## src/rtl/fdec_pkg.sv

```systemverilog
package fdec_pkg;
  typedef enum logic [1:0] {
    K_DATA = 2'd0,
    K_CTRL = 2'd1,
    K_FILL = 2'd2,
    K_BAD  = 2'd3
  } kind_e;
endpackage

```

## src/rtl/fdec_split.sv

```systemverilog
module fdec_split #(
  parameter int DW_W = 20,
  parameter int DW_N = 16,
  parameter int HW   = 4,
  localparam int FW  = DW_W + HW
) (
  input  logic [FW-1:0]   frame_i,
  input  logic            wide_i,
  output logic [HW-1:0]   hdr_o,
  output logic [DW_W-1:0] dat_o,
  output logic [DW_W-1:0] mask_o
);
  localparam logic [DW_W-1:0] MASK_N = DW_W'({DW_N{1'b1}});

  always_comb begin
    if (wide_i) begin
      hdr_o  = frame_i[FW-1 -: HW];
      dat_o  = frame_i[DW_W-1:0];
      mask_o = '1;
    end else begin
      hdr_o  = frame_i[DW_N+HW-1 -: HW];
      dat_o  = DW_W'(frame_i[DW_N-1:0]);
      mask_o = MASK_N;
    end
  end
endmodule

```

## src/rtl/fdec_classify.sv

```systemverilog
module fdec_classify
  import fdec_pkg::*;
#(
  parameter int DW_W  = 20,
  parameter int HW    = 4,
  parameter int SPARE = 2
) (
  input  logic [HW-1:0]   hdr_i,
  input  logic [DW_W-1:0] dat_i,
  input  logic [DW_W-1:0] mask_i,
  input  logic            flag_data_i,
  output kind_e           kind_o,
  output logic [DW_W-1:0] data_o,
  output logic            flag_o,
  output logic            fill_o,
  output logic            err_o
);
  localparam int MT_HI = HW - 2;
  localparam int MT_LO = HW - 3;

  logic            legal, inv, xchk;
  logic [HW-1:0]   rh;
  logic [DW_W-1:0] rd, cmask;

  assign legal = hdr_i[MT_HI] ^ hdr_i[MT_LO];
  assign inv   = hdr_i[MT_LO];                 // pair 01 => frame was complemented
  assign rh    = hdr_i ^ {HW{inv}};
  assign rd    = (dat_i ^ {DW_W{inv}}) & mask_i;
  assign cmask = mask_i >> SPARE;
  assign xchk  = ~flag_data_i;

  always_comb begin
    kind_o = K_BAD;
    data_o = '0;
    flag_o = 1'b0;
    fill_o = 1'b0;
    err_o  = 1'b1;
    if (legal) begin
      err_o = 1'b0;
      unique case ({rh[HW-1], rh[0]})
        2'b00, 2'b01: begin
          kind_o = K_DATA;
          data_o = rd;
          flag_o = rh[0];
        end
        2'b10: begin
          kind_o = K_CTRL;
          data_o = rd & cmask;
          err_o  = xchk && ((rd & ~cmask) != '0);
        end
        default: begin
          kind_o = K_FILL;
          fill_o = rd[0];
          err_o  = xchk && (rd != (rd[0] ? mask_i : '0));
        end
      endcase
    end
  end
endmodule

```

## src/rtl/fdec_top.sv

```systemverilog
module fdec_top
  import fdec_pkg::*;
#(
  parameter int DW_W  = 20,
  parameter int DW_N  = 16,
  parameter int HW    = 4,
  parameter int SPARE = 2,
  localparam int FW   = DW_W + HW
) (
  input  logic            clk_i,
  input  logic            rst_ni,
  input  logic            wide_i,
  input  logic            flag_data_i,
  input  logic [FW-1:0]   frame_i,
  output logic [DW_W-1:0] data_o,
  output logic            flag_o,
  output logic            dav_no,
  output logic            cav_no,
  output logic            fill_o,
  output logic            err_o
);
  logic [FW-1:0]   s1_frame;
  logic            s1_vld;
  logic [HW-1:0]   hdr;
  logic [DW_W-1:0] dat, mask, c_data;
  logic            c_flag, c_fill, c_err;
  kind_e           c_kind;

  always_ff @(posedge clk_i or negedge rst_ni) begin
    if (!rst_ni) begin
      s1_frame <= '0;
      s1_vld   <= 1'b0;
    end else begin
      s1_frame <= frame_i;
      s1_vld   <= 1'b1;
    end
  end

  fdec_split #(.DW_W(DW_W), .DW_N(DW_N), .HW(HW)) u_split (
    .frame_i (s1_frame),
    .wide_i  (wide_i),
    .hdr_o   (hdr),
    .dat_o   (dat),
    .mask_o  (mask)
  );

  fdec_classify #(.DW_W(DW_W), .HW(HW), .SPARE(SPARE)) u_cls (
    .hdr_i       (hdr),
    .dat_i       (dat),
    .mask_i      (mask),
    .flag_data_i (flag_data_i),
    .kind_o      (c_kind),
    .data_o      (c_data),
    .flag_o      (c_flag),
    .fill_o      (c_fill),
    .err_o       (c_err)
  );

  always_ff @(posedge clk_i or negedge rst_ni) begin
    if (!rst_ni) begin
      data_o <= '0;
      flag_o <= 1'b0;
      dav_no <= 1'b1;
      cav_no <= 1'b1;
      fill_o <= 1'b0;
      err_o  <= 1'b0;
    end else if (s1_vld) begin
      data_o <= c_data;
      flag_o <= c_flag;
      dav_no <= (c_kind != K_DATA);
      cav_no <= (c_kind != K_CTRL);
      fill_o <= c_fill;
      err_o  <= c_err;
    end
  end
endmodule

```

## config.mk

```make
export PLATFORM = sky130hd
export DESIGN_NAME = fdec_top
export DESIGN_NICKNAME = d
export VERILOG_FILES = /design/src/rtl/fdec_pkg.sv /design/src/rtl/fdec_split.sv /design/src/rtl/fdec_classify.sv /design/src/rtl/fdec_top.sv
export SDC_FILE = /design/constraint.sdc
export NUM_CORES = 1
export LEC_CHECK = 0
export CAP_MARGIN = 30
export CORE_MARGIN = 1
export CORE_UTILIZATION = 45
export CTS_BUF_LIST = sky130_fd_sc_hd__clkbuf_2
export CTS_CLUSTER_DIAMETER = 100
export DETAILED_ROUTE_END_ITERATION = 7
export PLACE_DENSITY = 0.69
export SLEW_MARGIN = 30
export SYNTH_ARGS = -nofsm -noshare
export SYNTH_HDL_FRONTEND = slang
export SYNTH_HIERARCHICAL = 1
export SYNTH_SLANG_ARGS = --single-unit
```

## constraint.sdc

```tcl
create_clock -name clk_i -period 3.3 [get_ports clk_i]
set_clock_uncertainty 0.15 [all_clocks]
set_input_delay 0.33 -clock clk_i [delete_from_list [all_inputs] [get_ports clk_i]]
set_output_delay 0.33 -clock clk_i [all_outputs]
set_load 0.005 [all_outputs]
```

**Word-level counts from Yosys, hierarchy flattened**

Cells that the tools add are included.

- Bits in registers: 50
- Latch bits: 0
- RAM bits: 0
- Memory bits (read-only): 0
- Output and inout port bits: 25
- Word-level logic and storage cells: 41
- Memories: 0

- Add/subtract/negate cells: 0
- $mul: 0
- Divide/modulo/power cells: 0
- $lt $le $gt $ge: 0
- Equal/unequal tests: 4
- Shift operators: 0
- Multiplexer cells: 14
- Bitwise operators: 8
- Reduce and logical (&&, ||, !) cells: 7

Operators by type and width:

| cell | count |
|---|---|
| 20-bit two-way mux | 4 |
| 20-bit AND | 2 |
| 20-bit one-hot mux with 2 select lines | 1 |
| 20-bit by 18-bit AND with 20-bit output | 1 |
| 20-bit inequality test | 1 |
| 18-bit inverter with 20-bit output | 1 |
| 20-bit nonzero test | 1 |
| 20-bit bitwise XOR | 1 |
| 1-bit two-way mux | 5 |
| 4-bit two-way mux | 1 |
| 2-bit one-hot mux with 2 select lines | 1 |
| 4-bit bitwise XOR | 1 |
| 3-bit OR reduction | 1 |
| 2-bit by 1-bit == test with 1-bit output, second input constant | 1 |
| 2-bit == test, second input constant | 1 |
| 1-bit logical AND | 2 |
| 2-bit logical NOT | 1 |
| 2-bit two-way mux | 1 |
| 2-bit by 1-bit inequality test with 1-bit output, second input constant | 1 |
| 1-bit one-hot mux with 2 select lines | 1 |
| 2-bit nonzero test | 1 |
| 2-bit OR reduction | 1 |
| 1-bit inverter | 1 |
| 1-bit bitwise XOR | 1 |

**Logic depth before layout (Yosys ltp)**

Gate-level depths: netlist of run 1.

- Word-level depth: 8
- Gate-level depth with buffers: 11
- Gate-level depth less buffers: 8

**Modules after synthesis**

Netlist of run 1, hierarchy kept.

By module, submodules not included:

| module | times used | cells an instance | area each (um^2) | seq. area each (um^2) |
|---|---|---|---|---|
| fdec_top | 1 | 83 | 1645.3 | 1253.7 |
| fdec_classify | 1 | 242 | 1423.9 | 0.0 |
| fdec_split | 1 | 46 | 375.4 | 0.0 |

**Worst setup path after synthesis of run 1**

Ideal clock, no wire load.

- Path type: input to register
- Start: input wide_i
- End: register err_o
- Arrival time: 2.057 ns
- Required time: 3.025 ns
- Setup slack: 0.968 ns
- Stages: 9
- Buffers on the path: 3
- Cell sequence: buf_6 -> mux2_4 -> buf_6 -> buf_2 -> a311oi_1 -> a21oi_1 -> a2111oi_1 -> a211oi_1 -> mux2_2

- Cells in the longest elaborated chain, start to end: 8
- Elaborated cells on any way between the ends: 20
- Those cells by class: 3 x eq/ne; 6 x mux; 6 x bitwise; 5 x reduce/logical

RTL lines:

| element | line | RTL |
|---|---|---|
| start, declared | fdec_top.sv:12 | `input logic wide_i,` |
| 4-bit two-way mux * | fdec_split.sv:16 | `if (wide_i) begin` |
| net hdr[1] | fdec_top.sv:24 | `logic [HW-1:0] hdr;` |
| 20-bit bitwise XOR | fdec_classify.sv:28 | `assign rd = (dat_i ^ {DW_W{inv}}) & mask_i;` |
| 20-bit AND | fdec_classify.sv:28 |  |
| 20-bit two-way mux or 20-bit AND (tied branches) | fdec_classify.sv:54, fdec_classify.sv:49 |  |
| 20-bit inequality test or 20-bit nonzero test (tied branches) | fdec_classify.sv:54, fdec_classify.sv:49 |  |
| 1-bit logical AND (on tied branches) | fdec_classify.sv:54, fdec_classify.sv:49 |  |
| 1-bit one-hot mux with 2 select lines | fdec_classify.sv:40 | `unique case ({rh[HW-1], rh[0]})` |
| 1-bit two-way mux * | fdec_classify.sv:38 | `if (legal) begin` |
| net c_err | fdec_top.sv:26 | `logic c_flag, c_fill, c_err;` |
| end signal, assigned | fdec_top.sv:73 | `err_o <= c_err;` |
| end, declared | fdec_top.sv:20 | `output logic err_o` |

Mark *: on every way through the listed nets, which the timed path passes. The rest lies on a longest branch.
A chain may end at the register's enable or synchronous reset.

**Worst setup path after layout of run 1**

- Start: input wide_i
- End: register err_o

- Elaborated cells on any way between the ends: 20
- Those cells by class: 3 x eq/ne; 6 x mux; 6 x bitwise; 5 x reduce/logical

RTL lines:

| element | line | RTL |
|---|---|---|
| 4-bit two-way mux * | fdec_split.sv:16 |  |
| net hdr[0] | fdec_top.sv:24 |  |
| 4-bit bitwise XOR * | fdec_classify.sv:27 | `assign rh = hdr_i ^ {HW{inv}};` |
| 2-bit by 1-bit == test with 1-bit output or 2-bit logical NOT (tied branches) | fdec_classify.sv:40 |  |
| 2-bit OR reduction | fdec_classify.sv:40 |  |
| 1-bit one-hot mux with 2 select lines * | fdec_classify.sv:40 |  |
| 1-bit two-way mux * | fdec_classify.sv:38 |  |
| net c_err | fdec_top.sv:26 |  |

Marks and branches as above.

==> results of run 1 <==
==> cell type report <==
class	count	area, µm²	share of cell area
Clock buffer	6	30.0	0.00780
Clock inverter	2	8.76	0.00227
Inverter	17	63.8	0.0166
Multi-Input combinational cell	266	1790	0.465
Sequential cell	50	1250	0.326
Tap cell	99	124	0.0322
Timing Repair Buffer	60	581	0.151
==> power groups by stage <==
stage | Sequential [W] | Clock, W | Combinational (W)
global placement | 0.000693 | 0 | 0.000348
floorplan | 0.000677 | 0 | 0.000269
global route | 0.000689 | 0.000277 | 0.000404
finish | 0.000682 | 0.000242 | 0.000365
CTS | 0.000683 | 0.000262 | 0.000353
detailed placement | 0.000694 | 0 | 0.000351
==> how the worst max path moves through the flow <==
stage          startpoint  depth (start not counted)  slack (ns)                 to
2_1_floorplan      wide_i                          9        0.97  err_o$_DFFE_PN0P_
3_3_place_gp       wide_i                          8        0.11  err_o$_DFFE_PN0P_
3_5_place_dp       wide_i                          8        0.17  err_o$_DFFE_PN0P_
4_1_cts            wide_i                          8        0.67  err_o$_DFFE_PN0P_
5_1_grt            wide_i                          8        0.44  err_o$_DFFE_PN0P_
6_report           wide_i                          8        0.60  err_o$_DFFE_PN0P_
==> Yosys cell counts (6+ instances only) <==
master    instances  area, µm²
a211o_1           8       70.1
a21oi_1           8       40.0
a22oi_1           8       60.1
and3_1           16        100
buf_4            36        270
clkbuf_1          7       26.3
dfrtp_1          48       1200
inv_1            16       60.1
mux2_2            7       78.8
mux2_4           20        300
nand2_1          22       82.6
nand2b_1          8       50.1
nand3b_1          6       45.0
nor2_1           26       97.6
o21ai_0          43        215
o22ai_1           6       37.5
or3_1             6       37.5
xor2_1           11       96.3
==> per-layer routing <==
| metal | wire length [µm] | global-route usage | share of wire | vias up |
|---|---|---|---|---|
| met5 | 0 | 0 | 0 | - |
| met4 | 64 | 0.0447 | 0.0082 | 0 |
| met3 | 391 | 0.0314 | 0.050 | 5 |
| met2 | 3660 | 0.323 | 0.47 | 105 |
| met1 | 3720 | 0.318 | 0.47 | 1367 |
| li1 | - | - | - | 1326 |
==> stage by stage <==
stage               cell area, µm²  utilization  power, W  setup WS (ns)
CTS                           3850        0.525   0.00130          0.669
detailed placement            3800        0.519   0.00105          0.172
floorplan                     3500            -  0.000946          0.968
global route                  3850        0.525   0.00137          0.435
global placement              3800        0.518   0.00104          0.108
finish                        3850        0.525   0.00129          0.596
==> logic make-up after synthesis <==
logic type	after synthesis	share of synthesized area
AO/OA/AOI/OAI	100	0.189
XOR/XNOR	12	0.0305
buffers and inverters	70	0.133
flip-flops	50	0.364
multiplexers	27	0.110
other	2	0.00218
AND/OR/NAND/NOR	110	0.172
==> state kept, by name, summed over array words and instances, names as in the netlist <==
signal    flops
s1_vld        1
s1_frame     24
flag_o        1
err_o         1
cav_no        1
dav_no        1
data_o       20
fill_o        1
==> critical path: cells and delay by family <==
family,cells,cell delay (ns)
AOI/OAI and AO/OA,4,1.10
buffers and inverters,2,0.81
muxes,2,0.67
==> qor.yml, run 1 <==
floorplan:
  die_area_um2: 8010
  core_um2: 7330
  io_pins: 53
  fp-row-count: 31
  floorplan.initialDensity: 0.470
  die_w_um: 89.5
  die_h_um: 89.5
global_routing:
  grt_max_degree: 51
  antenna_found_initial: 0
  grt_pass1_vias: 2451
  grt-ovfl-total: 0
  grtUsageTotal: 0.212
  grt_pass1_wl_mm: 12.8
final_layout:
  drive_gt1_frac: 0.140
  syn_to_final_growth_pct: 11.8
  n_antenna_cell: 0
  final_cell_mix: "clkdlybuf4s50_1 (51), dfrtp_1 (48), o21ai_0 (43)"
  final_nets: 428
  final_common_cell: "clkdlybuf4s50_1"
  stdcell_count: 500
  fillerInstances: 664
worst_setup_path:
  crit_path_end_kind: "register"
  rrSetupSlack_ns: 0.68
  crit_path_start_kind: "input pin"
  cp_max_fo: 28
  cpMaxStageDelayCell: "clkdlybuf4s50_1"
  r2r_cells: 9
  cp.required_ns: 3.51
  worst-setup-path-type: "input pin to register"
  cpPeakStageDelay_ns: 0.51
  arrival_ns: 2.91
  reg2reg_to: "err_o$_DFFE_PN0P_"
  crit_chain: "clkdlybuf4s50_1 -> buf_4 -> mux2_4 -> a311oi_1 -> a21oi_1 -> a2111oi_1 -> a211oi_1 -> mux2_2"
  reg2reg_from: "s1_frame[21]$_DFF_PN0_"
clock_tree:
  hold_buffers: 1
  insertion_delay_ns: 0.43
  htreeDepth: 2
  tritoncts: "built"
  cts_buffer_depth: 2
  cts.repair.resized: 0
  cts.sinks: 50
  root_buffer: "clkbuf_2"
  post-cts-setup-buffer-count: 0
  clk_pin_slew_ns: 0.25
  cts_made_buffers: 5
synthesis:
  netlist_area_um2: 3440
  synth-edff-count: 0
  ys_types: 57
  yosys_warnings: 6
  ys.flop_type: "dfrtp_1"
  synth_cells: 371
  seq_area_frac_synth: 0.364
  async_flop_share: 1.00
  ys_ff_latch: 50
  avgSynthCellArea_um2: 9.28
pwr:
  clock_power_share: 0.187
  p_seq_frac: 0.529
  vdd_ir_drop_max_mv: 0.148
  switching_share: 0.318
  switching_power_w: 0.000410
  combPwrFrac: 0.283
  power.leakage_nw: 1.76
  power.density_nw_per_um2: 335
  internal-power_w: 0.000880
sta:
  grt_setup_unrepaired: "no"
  relSlewSlack: 0.590
  fin_tns_setup_ns: 0
  finalCritPeriodShare: 0.820
  min_period_ns: 2.70
  whs_ns: 0.148
  slew_violations: 0
  hold_violations: 0
  fmax_mhz: 370
  setup_viol: 0
  tightest_slew_ns: 0.616
hold_path:
  worstHoldStart: "frame_i[4]"
  min_to: "s1_frame[4]$_DFF_PN0_"
  holdPathStages: 1
  hold_class: "input pin to register"
route:
  wire_per_inst_um: 15.7
  drt-total-wl_mm: 7.83
  drcViolationCount: 0
  first_pass_iters: 5
  avgViaCountPerCell: 5.61
  detail-route-antenna-nets: 0
  initialDrtViolationCount: 222
  num_vias: 2803
flow_run:
  cap_violations: 0
placement:
  placedCellCount: 491
  place_congestion: 0.911
  hpwl_mm: 5.74
  port_buffers: 52
status:
  status: "completed"
(Power assumes the default switching activity.)
==> run 2: changes to the inputs <==
==> constraint.sdc (replaced) <==
create_clock -name clk_i -period 2.83 [get_ports clk_i]
set_clock_uncertainty 0.15 [all_clocks]
set_input_delay 0.283 -clock clk_i [delete_from_list [all_inputs] [get_ports clk_i]]
set_output_delay 0.283 -clock clk_i [all_outputs]
set_load 0.005 [all_outputs]
==> qor.yml, run 2 (same netlist as run 1, synthesis figures left out) <==
worst_setup_path:
  arrival_ns: 2.65  # -0.26 ns
  r2r_cells: 8  # -1
  rrSetupSlack_ns: 0.36  # -0.32 ns
  cp.required_ns: 3.01  # -0.50 ns
  reg2reg_to: "err_o$_DFFE_PN0P_"
  path_delay_family: "compound AO/OA/AOI/OAI gates"
  crit_path_start_kind: "register"
  reg2reg_from: "s1_frame[17]$_DFF_PN0_"
  critPathBufInv: 0  # -2
  cpPeakStageDelay_ns: 0.46  # -0.05 ns
  worst-setup-path-type: "register to register"
  cpMaxStageDelayCell: "dfrtp_1"
  crit_path_end_kind: "register"
  crit_chain: "mux2_4 -> xor2_1 -> and2_1 -> o31ai_1 -> a32oi_1 -> a2111oi_2 -> a211oi_1 -> mux2_2"
  cp_max_fo: 9  # -68%
status:
  status: "completed"
route:
  avgViaCountPerCell: 5.45  # -2.8%
  drcViolationCount: 0  # unchanged
  first_pass_iters: 5  # unchanged
  num_vias: 2811  # +0.29%
  wire_per_inst_um: 15.9  # +1.4%
  wl_met3_um: 436  # +12%
  met1Wirelength_mm: 3.80  # +2.3%
  drt-total-wl_mm: 8.20  # +4.6%
  detail-route-antenna-nets: 0  # unchanged
  wl_met2_mm: 3.87  # +5.8%
  top_layer: "met4"
  initialDrtViolationCount: 143  # -36%
sta:
  relSlewSlack: 0.640  # +0.0508
  min_period_ns: 2.47
  whs_ns: 0.124  # -0.0235 ns
  fmax_mhz: 405
  finalCritPeriodShare: 0.873
  hold_violations: 0  # unchanged
  tightest_slew_ns: 0.539  # -0.0763 ns
  grt_setup_unrepaired: "no"
  setup_viol: 0  # unchanged
  slew_violations: 0  # unchanged
  setup_ws_ns: 0.360  # -0.235 ns
floorplan:
  die_w_um: 89.5  # unchanged
  io_pins: 53  # unchanged
  core_um2: 7330  # unchanged
  die_h_um: 89.5  # unchanged
  fp-row-count: 31  # unchanged
  floorplan.initialDensity: 0.470  # unchanged
  die_area_um2: 8010  # unchanged
final_layout:
  regMostFlops: "s1_frame"
  drive_gt1_frac: 0.175  # +0.0354
  final_cell_mix: "clkdlybuf4s50_1 (51), dfrtp_1 (48), o21ai_0 (43)"
  postLayoutCellArea_um2: 3970  # +3.2%
  final_common_cell: "clkdlybuf4s50_1"
  top_regs: "s1_frame x24, data_o x20"
  finish.utilization: 0.542  # +0.0166
  largest_reg_flops: 24  # unchanged
  syn_to_final_growth_pct: 15.3
  final_nets: 445  # +4.0%
  n_antenna_cell: 0  # unchanged
global_routing:
  grt_pass1_wl_mm: 13.0  # +1.2%
  antenna_found_initial: 0  # unchanged
  grt_max_degree: 27  # -47%
  grtUsageTotal: 0.216  # +0.00389
  grt-ovfl-total: 0  # unchanged
  grt_pass1_vias: 2559  # +4.4%
hold_path:
  holdPathStages: 1  # unchanged
  worstHoldStart: "frame_i[16]"
  min_to: "s1_frame[16]$_DFF_PN0_"
  hold_class: "input pin to register"
placement:
  hpwl_mm: 6.35  # +11%
  placed_cell_area_um2: 3930  # +3.3%
  pre_cts_slack_ns: -0.0425  # -0.215 ns
  port_buffers: 52  # unchanged
  place_congestion: 0.905  # -0.69%
pwr:
  power_w: 0.00152  # +18%
  power.leakage_nw: 1.84  # +4.6%
  vdd_ir_drop_max_mv: 0.187  # +26%
  power.density_nw_per_um2: 384  # +15%
clock_tree:
  cts_made_buffers: 5  # unchanged
  post-cts-setup-buffer-count: 0  # unchanged
  htreeDepth: 2  # unchanged
  root_buffer: "clkbuf_2"
  cts.repair.resized: 0  # unchanged
  insertion_delay_ns: 0.41  # -0.02 ns
  hold_buffers: 1  # unchanged
  cts_buffer_depth: 2  # unchanged
  tritoncts: "built"
  clk_pin_slew_ns: 0.23  # -0.02 ns
  cts.sinks: 50  # unchanged
flow_run:
  cap_violations: 0  # unchanged
==> run 2: changes by cell type in the layout (fill, tap and decap cells not counted), sizes merged <==
cell    change
buf        +17
clkinv      -2
clkbuf      +1
==> run 2: metal layers <==
layer	up-vias	GRT usage
met5	-	0
met4	0	0.0519
met3	8	0.0305
met2	99	0.357
met1	1341	0.299
li1	1363	-
==> run 2: worst register-to-register path, cell delays in order, from the launching register on <==
cell and delay, ns:
dfrtp_1 0.46, mux2_4 0.36, xor2_1 0.20, and2_1 0.21
o31ai_1 0.28, a32oi_1 0.17, a2111oi_2 0.23, a211oi_1 0.07
mux2_2 0.28
==> run 2: worst max path at each step <==
stage,from,end,slack (ns),cells past startpoint
floorplan,wide_i,err_o$_DFFE_PN0P_,0.54,9
global placement,wide_i,err_o$_DFFE_PN0P_,-0.03,8
detailed placement,wide_i,err_o$_DFFE_PN0P_,-0.04,8
CTS,s1_frame[17]$_DFF_PN0_,err_o$_DFFE_PN0P_,0.37,7
global route,s1_frame[17]$_DFF_PN0_,err_o$_DFFE_PN0P_,0.18,8
finish,s1_frame[17]$_DFF_PN0_,err_o$_DFFE_PN0P_,0.36,8
==> run 2: power by group <==
part | internal (W) | total, W | switching [W]
sequential | 0.000759 | 0.000796 | 0.0000375
clock | 0.0000643 | 0.000270 | 0.000206
combinational | 0.000231 | 0.000458 | 0.000227
==> run 2: cell type report <==
type	instances	area (µm²)
clock buffers	7	35.0
fillers	683	3360
inverters	17	63.8
multi-input cells	266	1790
flip-flops and latches	50	1250
well taps	99	124
repair buffers	77	706
==> run 2: per-stage QoR <==
| stage | instances | setup TNS, ns |
|---|---|---|
| 2_1_floorplan | 386 | 0 |
| 3_3_place_gp | 508 | -0.0284 |
| 3_5_place_dp | 508 | -0.0425 |
| 4_1_cts | 516 | 0 |
| 5_1_grt | 516 | 0 |
| 6_report | 516 | 0 |
==> run 3: changes to the inputs <==
--- a/config.mk
+++ b/config.mk
@@ -5,13 +5,13 @@
 export SDC_FILE = /design/constraint.sdc
 export NUM_CORES = 1
 export LEC_CHECK = 0
-export CAP_MARGIN = 30
 export CORE_MARGIN = 1
 export CORE_UTILIZATION = 45
 export CTS_BUF_LIST = sky130_fd_sc_hd__clkbuf_2
 export CTS_CLUSTER_DIAMETER = 100
 export DETAILED_ROUTE_END_ITERATION = 7
 export PLACE_DENSITY = 0.69
+export SETUP_SLACK_MARGIN = 0.5
 export SLEW_MARGIN = 30
 export SYNTH_ARGS = -nofsm -noshare
 export SYNTH_HDL_FRONTEND = slang
==> qor.yml, run 3 (same netlist as run 1, synthesis figures left out) <==
placement:
  port_buffers: 52  # unchanged
  placed_cell_area_um2: 3930  # unchanged
  hpwl_mm: 6.35  # unchanged
  place_congestion: 0.905  # unchanged
  pre_cts_slack_ns: -0.0425  # unchanged
sta:
  setup_viol: 0  # unchanged
  setup_ws_ns: 0.493  # +0.133 ns
  grt_setup_unrepaired: "yes"
  fin_tns_setup_ns: 0  # unchanged
  fmax_mhz: 428  # +5.7%
  hold_violations: 0  # unchanged
  relSlewSlack: 0.641  # about the same
  tightest_slew_ns: 0.539  # -0.000353 ns
  finalCritPeriodShare: 0.826  # -0.0470
  slew_violations: 0  # unchanged
  min_period_ns: 2.34  # -0.133 ns
worst_setup_path:
  crit_path_start_kind: "register"
  arrival_ns: 2.53  # -0.12 ns
  rrSetupSlack_ns: 0.49  # +0.13 ns
  worst-setup-path-type: "register to register"
  crit_path_end_kind: "register"
  cp_max_fo: 6  # -3
  cp.required_ns: 3.02  # about the same
pwr:
  vdd_ir_drop_max_mv: 0.188  # +0.50%
  power.density_nw_per_um2: 380  # -1.0%
  power.leakage_nw: 1.90  # +2.9%
floorplan:
  die_w_um: 89.5  # unchanged
  die_h_um: 89.5  # unchanged
  io_pins: 53  # unchanged
  fp-row-count: 31  # unchanged
  floorplan.initialDensity: 0.470  # unchanged
  die_area_um2: 8010  # unchanged
  core_um2: 7330  # unchanged
clock_tree:
  root_buffer: "clkbuf_2"
  cts_made_buffers: 5  # unchanged
  clk_pin_slew_ns: 0.23  # about the same
  cts_buffer_depth: 2  # unchanged
  htreeDepth: 2  # unchanged
  cts.sinks: 50  # unchanged
  insertion_delay_ns: 0.42  # about the same
  tritoncts: "built"
route:
  drt-total-wl_mm: 8.28  # +1.1%
  detail-route-antenna-nets: 0  # unchanged
  wire_per_inst_um: 16.0  # +0.48%
  wl_met2_mm: 3.89  # +0.54%
  drcViolationCount: 0  # unchanged
  initialDrtViolationCount: 175  # +22%
  num_vias: 2848  # +1.3%
  first_pass_iters: 5  # unchanged
  met1Wirelength_mm: 3.88  # +2.0%
  top_layer: "met4"
  avgViaCountPerCell: 5.49  # +0.73%
  wl_met3_um: 369  # -15%
final_layout:
  final_nets: 448  # +0.67%
  postLayoutCellArea_um2: 4120  # +3.7%
  largest_reg_flops: 24  # unchanged
  final_common_cell: "clkdlybuf4s50_1"
  n_antenna_cell: 0  # unchanged
  drive_gt1_frac: 0.210  # +0.0345
  syn_to_final_growth_pct: 19.5
  regMostFlops: "s1_frame"
  final_cell_mix: "clkdlybuf4s50_1 (51), dfrtp_1 (48), o21ai_0 (43)"
  top_regs: "s1_frame x24, data_o x20"
global_routing:
  grtUsageTotal: 0.221  # +0.00496
  antenna_found_initial: 0  # unchanged
  grt_pass1_vias: 2602  # +1.7%
  grt-ovfl-total: 0  # unchanged
  grt_max_degree: 27  # unchanged
  grt_pass1_wl_mm: 13.2  # +1.9%
status:
  status: "completed"
hold_path:
  hold_class: "input pin to register"
flow_run:
  cap_violations: 0  # unchanged
## run 3: final cells by class
type / instances / area (µm²)
Sequential cell: 50 / 1250
Timing Repair Buffer: 79 / 764
Multi-Input combinational cell: 267 / 1880
Inverter: 17 / 63.8
Tap cell: 99 / 124
Fill cell: 675 / 3210
Clock buffer: 7 / 35.0
## run 3: worst paths after layout
check	from	to	cells after the start
setup / recovery	s1_frame[17]$_DFF_PN0_	err_o$_DFFE_PN0P_	8
hold / removal	frame_i[16]	s1_frame[16]$_DFF_PN0_	1
setup reg to reg	s1_frame[17]$_DFF_PN0_	err_o$_DFFE_PN0P_	8
hold reg to reg	dav_no$_DFFE_PN1P_	dav_no$_DFFE_PN1P_	2
max in group asynchronous	rst_ni	data_o[19]$_DFFE_PN0P_	3
min in group asynchronous	rst_ni	data_o[3]$_DFFE_PN0P_	2
## run 3: timing repair
action	4_1_cts	5_1_grt
pin swaps	5	5
gates resized for setup	12	7
setup endpoints to repair	1	5
hold buffers	1	0
hold endpoints to repair	22	0
gates cloned	2	0
buffers inserted	1	0
## run 3: worst max-delay path: stages, from the launching register on
cell       delay, ns
dfrtp_1         0.46
mux2_4          0.35
xor2_2          0.18
and2_4          0.17
o31ai_2         0.22
a32oi_1         0.16
a2111oi_2       0.24
a211oi_1        0.07
mux2_2          0.27
## run 3: through the flow
stage | cells | hold WS (ns) | utilization | power [W]
floorplan | 386 | -0.163 | - | 0.00110
global placement | 508 | 0.136 | 0.536 | 0.00125
detailed placement | 508 | 0.150 | 0.536 | 0.00125
CTS | 519 | 0.0791 | 0.557 | 0.00157
global route | 519 | 0.0492 | 0.562 | 0.00167
finish | 519 | 0.112 | 0.562 | 0.00156
## run 3: where the power goes
part	internal [W]	total, W	switching (W)
clock network	0.0000642	0.000273	0.000209
registers	0.000759	0.000797	0.0000379
logic	0.000253	0.000494	0.000240
total	0.00108	0.00156	0.000487
## run 3: metal layers
layer / vias to the layer above / track usage
met3: 13 / 0.0305
li1: 1367 / -
met5: - / 0
met2: 105 / 0.367
met4: 0 / 0.0606
met1: 1363 / 0.302
